===== src/rtl/sq_pkg.sv =====
package sq_pkg;
   typedef enum logic {
      WP_OPEN = 1'b0,
      WP_HELD = 1'b1
   } wp_state_e;
endpackage


===== src/rtl/sq_popcnt.sv =====
module sq_popcnt #(
   parameter int N = 8,
   parameter int W = 4
) (
   input  logic [N-1:0] bits,
   output logic [W-1:0] total
);
   always_comb begin
      total = '0;
      for (int k = 0; k < N; k++) total = total + W'(bits[k]);
   end
endmodule


===== src/rtl/sq_slot.sv =====
module sq_slot #(
   parameter int SEQ_W  = 8,
   parameter int ADDR_W = 16,
   parameter int DATA_W = 32,
   parameter int SIZE_W = 2
) (
   input  logic              clk,
   input  logic              rst_n,
   input  logic              alloc_en,
   input  logic [SEQ_W-1:0]  alloc_seq,
   input  logic              fill_en,
   input  logic [ADDR_W-1:0] fill_addr,
   input  logic [SIZE_W-1:0] fill_size,
   input  logic [DATA_W-1:0] fill_data,
   input  logic              cmt_vld,
   input  logic [SEQ_W-1:0]  cmt_seq,
   input  logic              sq_vld,
   input  logic [SEQ_W-1:0]  sq_seq,
   input  logic              ack_en,
   input  logic              free_en,
   output logic              vld,
   output logic              cmt,
   output logic              done,
   output logic              keep,
   output logic              hit,
   output logic [ADDR_W-1:0] addr,
   output logic [SIZE_W-1:0] size,
   output logic [DATA_W-1:0] data
);
   logic [SEQ_W-1:0] seq;

   // survives a squash this cycle (committed entries always do)
   assign keep = vld & (cmt | (seq <= sq_seq));
   // newly committed this cycle, only if not being squashed
   assign hit  = cmt_vld & vld & ~cmt & (seq < cmt_seq) & (~sq_vld | keep);

   always_ff @(posedge clk) begin
      if (!rst_n) begin
         vld  <= 1'b0;
         cmt  <= 1'b0;
         done <= 1'b0;
         seq  <= '0;
      end else if (alloc_en) begin
         vld  <= 1'b1;
         cmt  <= 1'b0;
         done <= 1'b0;
         seq  <= alloc_seq;
      end else begin
         if (free_en || (sq_vld && !keep)) vld <= 1'b0;
         if (hit)    cmt  <= 1'b1;
         if (ack_en) done <= 1'b1;
      end
   end

   always_ff @(posedge clk) begin
      if (fill_en) begin
         addr <= fill_addr;
         size <= fill_size;
         data <= fill_data;
      end
   end
endmodule


===== src/rtl/sq_wr_port.sv =====
module sq_wr_port
   import sq_pkg::*;
(
   input  logic clk,
   input  logic rst_n,
   input  logic elig,
   input  logic mem_rdy,
   output logic wr_req,
   output logic accept
);
   wp_state_e st;

   assign wr_req = elig & (st == WP_OPEN);
   assign accept = wr_req & mem_rdy;

   always_ff @(posedge clk) begin
      if (!rst_n) st <= WP_OPEN;
      else if (st == WP_OPEN && wr_req && !mem_rdy) st <= WP_HELD;
      else if (st == WP_HELD && mem_rdy) st <= WP_OPEN;
   end
endmodule


===== src/rtl/store_commit_queue.sv =====
module store_commit_queue #(
   parameter int DEPTH  = 8,
   parameter int SEQ_W  = 8,
   parameter int ADDR_W = 16,
   parameter int DATA_W = 32,
   parameter int SIZE_W = 2,
   localparam int IW    = $clog2(DEPTH),
   localparam int CW    = IW + 1
) (
   input  logic              clk,
   input  logic              rst_n,
   input  logic              alloc_vld,
   input  logic [SEQ_W-1:0]  alloc_seq,
   output logic [IW-1:0]     alloc_idx,
   input  logic              fill_vld,
   input  logic [IW-1:0]     fill_idx,
   input  logic [ADDR_W-1:0] fill_addr,
   input  logic [SIZE_W-1:0] fill_size,
   input  logic [DATA_W-1:0] fill_data,
   input  logic              cmt_vld,
   input  logic [SEQ_W-1:0]  cmt_seq,
   input  logic              sq_vld,
   input  logic [SEQ_W-1:0]  sq_seq,
   input  logic              mem_rdy,
   input  logic              ack_vld,
   input  logic [IW-1:0]     ack_idx,
   output logic              wr_req,
   output logic [IW-1:0]     wr_idx,
   output logic [ADDR_W-1:0] wr_addr,
   output logic [SIZE_W-1:0] wr_size,
   output logic [DATA_W-1:0] wr_data,
   output logic              full,
   output logic [CW-1:0]     count,
   output logic [CW-1:0]     pend_cnt
);
   if (DEPTH < 4 || (DEPTH & (DEPTH - 1)) != 0)
      $error("store_commit_queue: DEPTH must be a power of two, at least 4");
   if (SEQ_W < 2 || ADDR_W < 1 || DATA_W < 1 || SIZE_W < 1)
      $error("store_commit_queue: field widths too small");

   logic [IW-1:0] head, tail, wb;
   logic [DEPTH-1:0] s_vld, s_cmt, s_done, s_keep, s_hit;
   logic [ADDR_W-1:0] s_addr [DEPTH];
   logic [SIZE_W-1:0] s_size [DEPTH];
   logic [DATA_W-1:0] s_data [DEPTH];
   logic [CW-1:0] keep_n, hit_n;
   logic alloc_ok, free_hd, elig, accept;

   assign full     = count >= CW'(DEPTH - 1);
   assign alloc_ok = alloc_vld & ~full & ~sq_vld;
   assign free_hd  = s_vld[head] & s_done[head];
   assign elig     = s_vld[wb] & s_cmt[wb] & ~s_done[wb];
   assign alloc_idx = tail;

   for (genvar g = 0; g < DEPTH; g++) begin : g_slot
      sq_slot #(
         .SEQ_W(SEQ_W), .ADDR_W(ADDR_W), .DATA_W(DATA_W), .SIZE_W(SIZE_W)
      ) u_slot (
         .clk      (clk),
         .rst_n    (rst_n),
         .alloc_en (alloc_ok && (tail == IW'(g))),
         .alloc_seq(alloc_seq),
         .fill_en  (fill_vld && (fill_idx == IW'(g))),
         .fill_addr(fill_addr),
         .fill_size(fill_size),
         .fill_data(fill_data),
         .cmt_vld  (cmt_vld),
         .cmt_seq  (cmt_seq),
         .sq_vld   (sq_vld),
         .sq_seq   (sq_seq),
         .ack_en   (ack_vld && (ack_idx == IW'(g))),
         .free_en  (free_hd && (head == IW'(g))),
         .vld      (s_vld[g]),
         .cmt      (s_cmt[g]),
         .done     (s_done[g]),
         .keep     (s_keep[g]),
         .hit      (s_hit[g]),
         .addr     (s_addr[g]),
         .size     (s_size[g]),
         .data     (s_data[g])
      );
   end

   sq_popcnt #(.N(DEPTH), .W(CW)) u_keep_cnt (.bits(s_keep), .total(keep_n));
   sq_popcnt #(.N(DEPTH), .W(CW)) u_hit_cnt  (.bits(s_hit),  .total(hit_n));

   sq_wr_port u_port (
      .clk    (clk),
      .rst_n  (rst_n),
      .elig   (elig),
      .mem_rdy(mem_rdy),
      .wr_req (wr_req),
      .accept (accept)
   );

   assign wr_idx  = wb;
   assign wr_addr = s_addr[wb];
   assign wr_size = s_size[wb];
   assign wr_data = s_data[wb];

   always_ff @(posedge clk) begin
      if (!rst_n) begin
         head     <= '0;
         tail     <= '0;
         wb       <= '0;
         count    <= '0;
         pend_cnt <= '0;
      end else begin
         head     <= head + IW'(free_hd);
         wb       <= wb + IW'(accept);
         pend_cnt <= pend_cnt + hit_n - CW'(ack_vld);
         if (sq_vld) begin
            tail  <= head + keep_n[IW-1:0];
            count <= keep_n - CW'(free_hd);
         end else begin
            tail  <= tail + IW'(alloc_ok);
            count <= count + CW'(alloc_ok) - CW'(free_hd);
         end
      end
   end
endmodule


===== config.mk =====
export PLATFORM = sky130hd
export DESIGN_NAME = store_commit_queue
export DESIGN_NICKNAME = d
export VERILOG_FILES = /design/src/rtl/sq_pkg.sv /design/src/rtl/sq_popcnt.sv /design/src/rtl/sq_slot.sv /design/src/rtl/sq_wr_port.sv /design/src/rtl/store_commit_queue.sv
export SDC_FILE = /design/constraint.sdc
export NUM_CORES = 1
export LEC_CHECK = 0
export BUFFER_PORTS_ARGS = -buffer_cell sky130_fd_sc_hd__buf_2
export CAP_MARGIN = 20
export CORE_MARGIN = 2
export CORE_UTILIZATION = 40
export DETAILED_ROUTE_END_ITERATION = 7
export GPL_TIMING_DRIVEN = 0
export HOLD_SLACK_MARGIN = 0.12
export PLACE_DENSITY = 0.55
export SLEW_MARGIN = 25
export SYNTH_ARGS = -nofsm -noshare
export SYNTH_HDL_FRONTEND = slang
export SYNTH_SLANG_ARGS = --single-unit

===== constraint.sdc =====
create_clock -name clk -period 8.57 [get_ports clk]
set_input_delay 1.714 -clock clk [delete_from_list [all_inputs] [get_ports clk]]
set_output_delay 1.714 -clock clk [all_outputs]
set_load 0.05 [all_outputs]

==> qor.txt <==
most frequent cell after synthesis -> edfxtp_1
FMAX -> 169 MHz
GRT Residual Overflow -> 0
Post-CTS Hold Buffers -> 0
fillcell total -> 4995
RSZ-0062 raised after global routing -> no
CTS clk-pin slew, worst paths -> 0.06 ns
Yosys reg bits -> 506
final worst slack -> 2.64 ns
Final Hold Fails -> 0
Setup Buffers After CTS -> 0
worst hold-check path type -> register to register
ratio of cells with drive above 1 in the final layout -> 25.4%
GRT met1 Usage -> 24.7%
placed insts -> 2391
TritonCTS Sinks -> 506
antenna fix cells -> 0
Chip Height -> 243 um
H-tree Lvls -> 2
GP Congestion -> 0.874
Die X -> 243 um
setup TNS -> 0 ns
hold path startpoint -> u_port.st
mapped cell area -> 0.0228 mm2
# resized after CTS -> 0
area leader, netlist -> edfxtp_1
Layout Skew -> 0.0272 ns
syn nets -> 1703
Avg Vias per Cell -> 5.39
grt met2 use -> 33.2%
hold worst-path end -> u_port.st
FF-to-FF End -> alloc_idx[2]
Synth-to-Final Area Change -> 17.6%
final setup fails -> 0
Nets -> 1936
DRC viols -> 0
1st-pass router iterations -> 4
Leak -> 9.63 nW
vias in the first global route -> 13800
outcome -> completed
worst r2r src -> g_slot[0].u_slot.seq[1]
async set or reset register ratio after synthesis -> 0%
final non-filler cell total -> 2489
Synth Warn # -> 0
die area -> 0.0589 mm2
global-route wire length before repair -> 85300 um
slew at the pin closest to its max-slew limit -> 0.818 ns
CTS tree -> yes
CTS Buffer Depth -> 3
Relative slew margins -> 45.4%
Skew-Pair Late Insertion Delay -> 0.62 ns
maxcap violations -> 0
Top FF cell, synth -> edfxtp_1
post-route ant nets -> 0
Crit Path Category -> input port to register
Post-Syn Instances -> 1458
initial antenna violation count -> 6
Max rail drop VDD -> 0.183 mV
Worst Path Arrival -> 6.43 ns
wire per inst -> 22.6 um
power density over cell area -> 202 mW/mm2
Yosys cell types -> 67
IO Count -> 154
Final min period -> 5.93 ns
# rows -> 87
Critical Path End Type -> register
GR Util met3 -> 4.36%
Hold WS -> 0.472 ns
worst hold path depth -> 2
Final Max Tran Viols -> 0
crit-path max FO -> 8
largest net degree at the start of global routing -> 19
total routed wirelength -> 56400 um
Yosys top cell area share -> 52.7%
Num CTS Buffers -> 54
top cells by count, synth -> edfxtp_1 (400), ha_1 (146), dfxtp_1 (106)
worst endpoint required time -> 9.08 ns
Tot GR Track Use -> 19.3%
CP startpoint kind -> input port
top post-synthesis cells by area -> edfxtp_1 (53%), mux4_2 (10%), dfxtp_1 (9.3%), ha_1 (8.0%), mux2_2 (2.5%)
hpwl dp -> 40100 um
first-iteration detailed-routing DRC count -> 831
overall power -> 5.41 mW
number of synthesized flops with an enable pin -> 400
area of the core -> 0.0564 mm2
DP Worst Slack -> 1.99 ns
syn_area_per_cell -> 15.6 um2
Port Buffers -> 144
vias -> 13400
post-synthesis sequential area ratio -> 62.0%
ratio of final minimum period to clock period -> 69.2%
worst reg-to-reg path cell count -> 16
Initial Utilization -> 40.4%
flop-to-flop setup slack -> 3.84 ns
GRT busiest layer -> met2
root buffer cell -> clkbuf_16
-- metal layers --
metal / wire [um] / vias to the layer above
met5: 73 / -
met4: 1110 / 12
met3: 3270 / 82
met2: 28100 / 315
met1: 23800 / 6812
li1: - / 6187
-- report_power, final --
group	leakage [nW]	internal, mW	total, mW	switching (mW)
clock network	0.804	1.29	2.25	0.960
logic	4.34	0.145	0.404	0.259
registers	4.49	2.73	2.76	0.0271
total	9.63	4.16	5.41	1.25
-- worst max path at each step --
stage,startpoint,to,slack (ns)
6_report,sq_seq[5],alloc_idx[2],2.64
5_1_grt,sq_seq[5],alloc_idx[2],2.48
4_1_cts,sq_seq[7],alloc_idx[2],2.62
3_5_place_dp,sq_seq[7],alloc_idx[2],1.99
3_3_place_gp,fill_idx[2],g_slot[0].u_slot.addr[3],-1.16
2_1_floorplan,sq_seq[1],alloc_idx[2],2.71
-- state kept, by name, indices dropped and copies added (netlist names) --
| register | count |
|---|---|
| g_slot.u_slot.size | 16 |
| g_slot.u_slot.addr | 128 |
| g_slot.u_slot.done | 8 |
| g_slot.u_slot.data | 256 |
| g_slot.u_slot.cmt | 8 |
| head | 3 |
| wr_idx | 3 |
| g_slot.u_slot.vld | 8 |
| count | 4 |
| g_slot.u_slot.seq | 64 |
| alloc_idx | 3 |
| pend_cnt | 4 |
| u_port.st | 1 |
-- through the flow --
step | utilization, % | cell area (um2)
final | 47.6 | 26800
after global routing | 47.6 | 26800
after CTS | 47.6 | 26800
after detailed placement | 44.5 | 25100
after global placement | 43.4 | 24500
after floorplan | - | 22800
-- worst max-delay path: stages --
cell      delay, ns
buf_2          0.10
inv_1          0.37
ha_1           0.25
nand4_1        0.16
a21oi_1        0.31
nor2_1         0.09
o31a_1         0.26
ha_1           0.28
inv_1          0.04
fa_1           0.49
fa_1           0.43
fa_1           0.42
fa_1           0.55
fa_1           0.44
xor2_1         0.16
xnor2_1        0.15
a211oi_1       0.22
-- cells in the final DEF, fill, tap and decap left out, types with 7 or more instances in the layout --
master | netlist | final
o31ai_1 | 7 | 7
inv_1 | 61 | 61
fa_1 | 11 | 11
o211ai_1 | 14 | 14
clkbuf_1 | 26 | 44
buf_4 | 5 | 19
xnor2_1 | 7 | 7
buf_16 | 0 | 16
o21ai_0 | 17 | 17
dfxtp_1 | 106 | 106
a21oi_1 | 65 | 65
nand3_1 | 7 | 7
nor2_1 | 105 | 99
a31oi_1 | 9 | 9
nor3_1 | 10 | 8
a211oi_1 | 19 | 19
mux2_2 | 51 | 51
clkbuf_16 | 0 | 54
o41ai_1 | 7 | 7
nand2_1 | 47 | 47
o21a_1 | 9 | 9
edfxtp_1 | 400 | 400
xor2_1 | 7 | 7
clkinv_1 | 0 | 13
nor2b_1 | 20 | 20
mux4_2 | 101 | 101
buf_2 | 17 | 161
mux2i_1 | 56 | 56
nand2b_1 | 8 | 8
ha_1 | 146 | 146
nand4_1 | 23 | 23
or3_1 | 7 | 7
buf_1 | 10 | 10
and2_1 | 7 | 7
-- kinds of logic (layout without fill, tap and decap cells) --
family / Yosys count / in the layout / share of synthesized area (%)
buffers and inverters: 122 / 397 / 2.22
AND/OR/NAND/NOR: 279 / 279 / 6.41
AO/OA/AOI/OAI: 172 / 172 / 4.92
adder cells (fa/ha/maj): 157 / 157 / 8.98
XOR/XNOR: 14 / 14 / 0.538
multiplexers: 208 / 208 / 15.0
flip-flops: 506 / 506 / 62.0
-- layout make-up --
type                       count  area, um2  share of cell area [%]
sequential                   506      14100                    52.7
multi-input combinational    830       8220                    30.6
timing repair buffer         177       1310                    4.89
tap                          756        946                    3.53
clock inverter                26        283                    1.05
buffer                        59        269                    1.00
inverter                      63        236                   0.882
clock buffer                  72       1420                    5.29
Power figures use the tool's default switching activity.
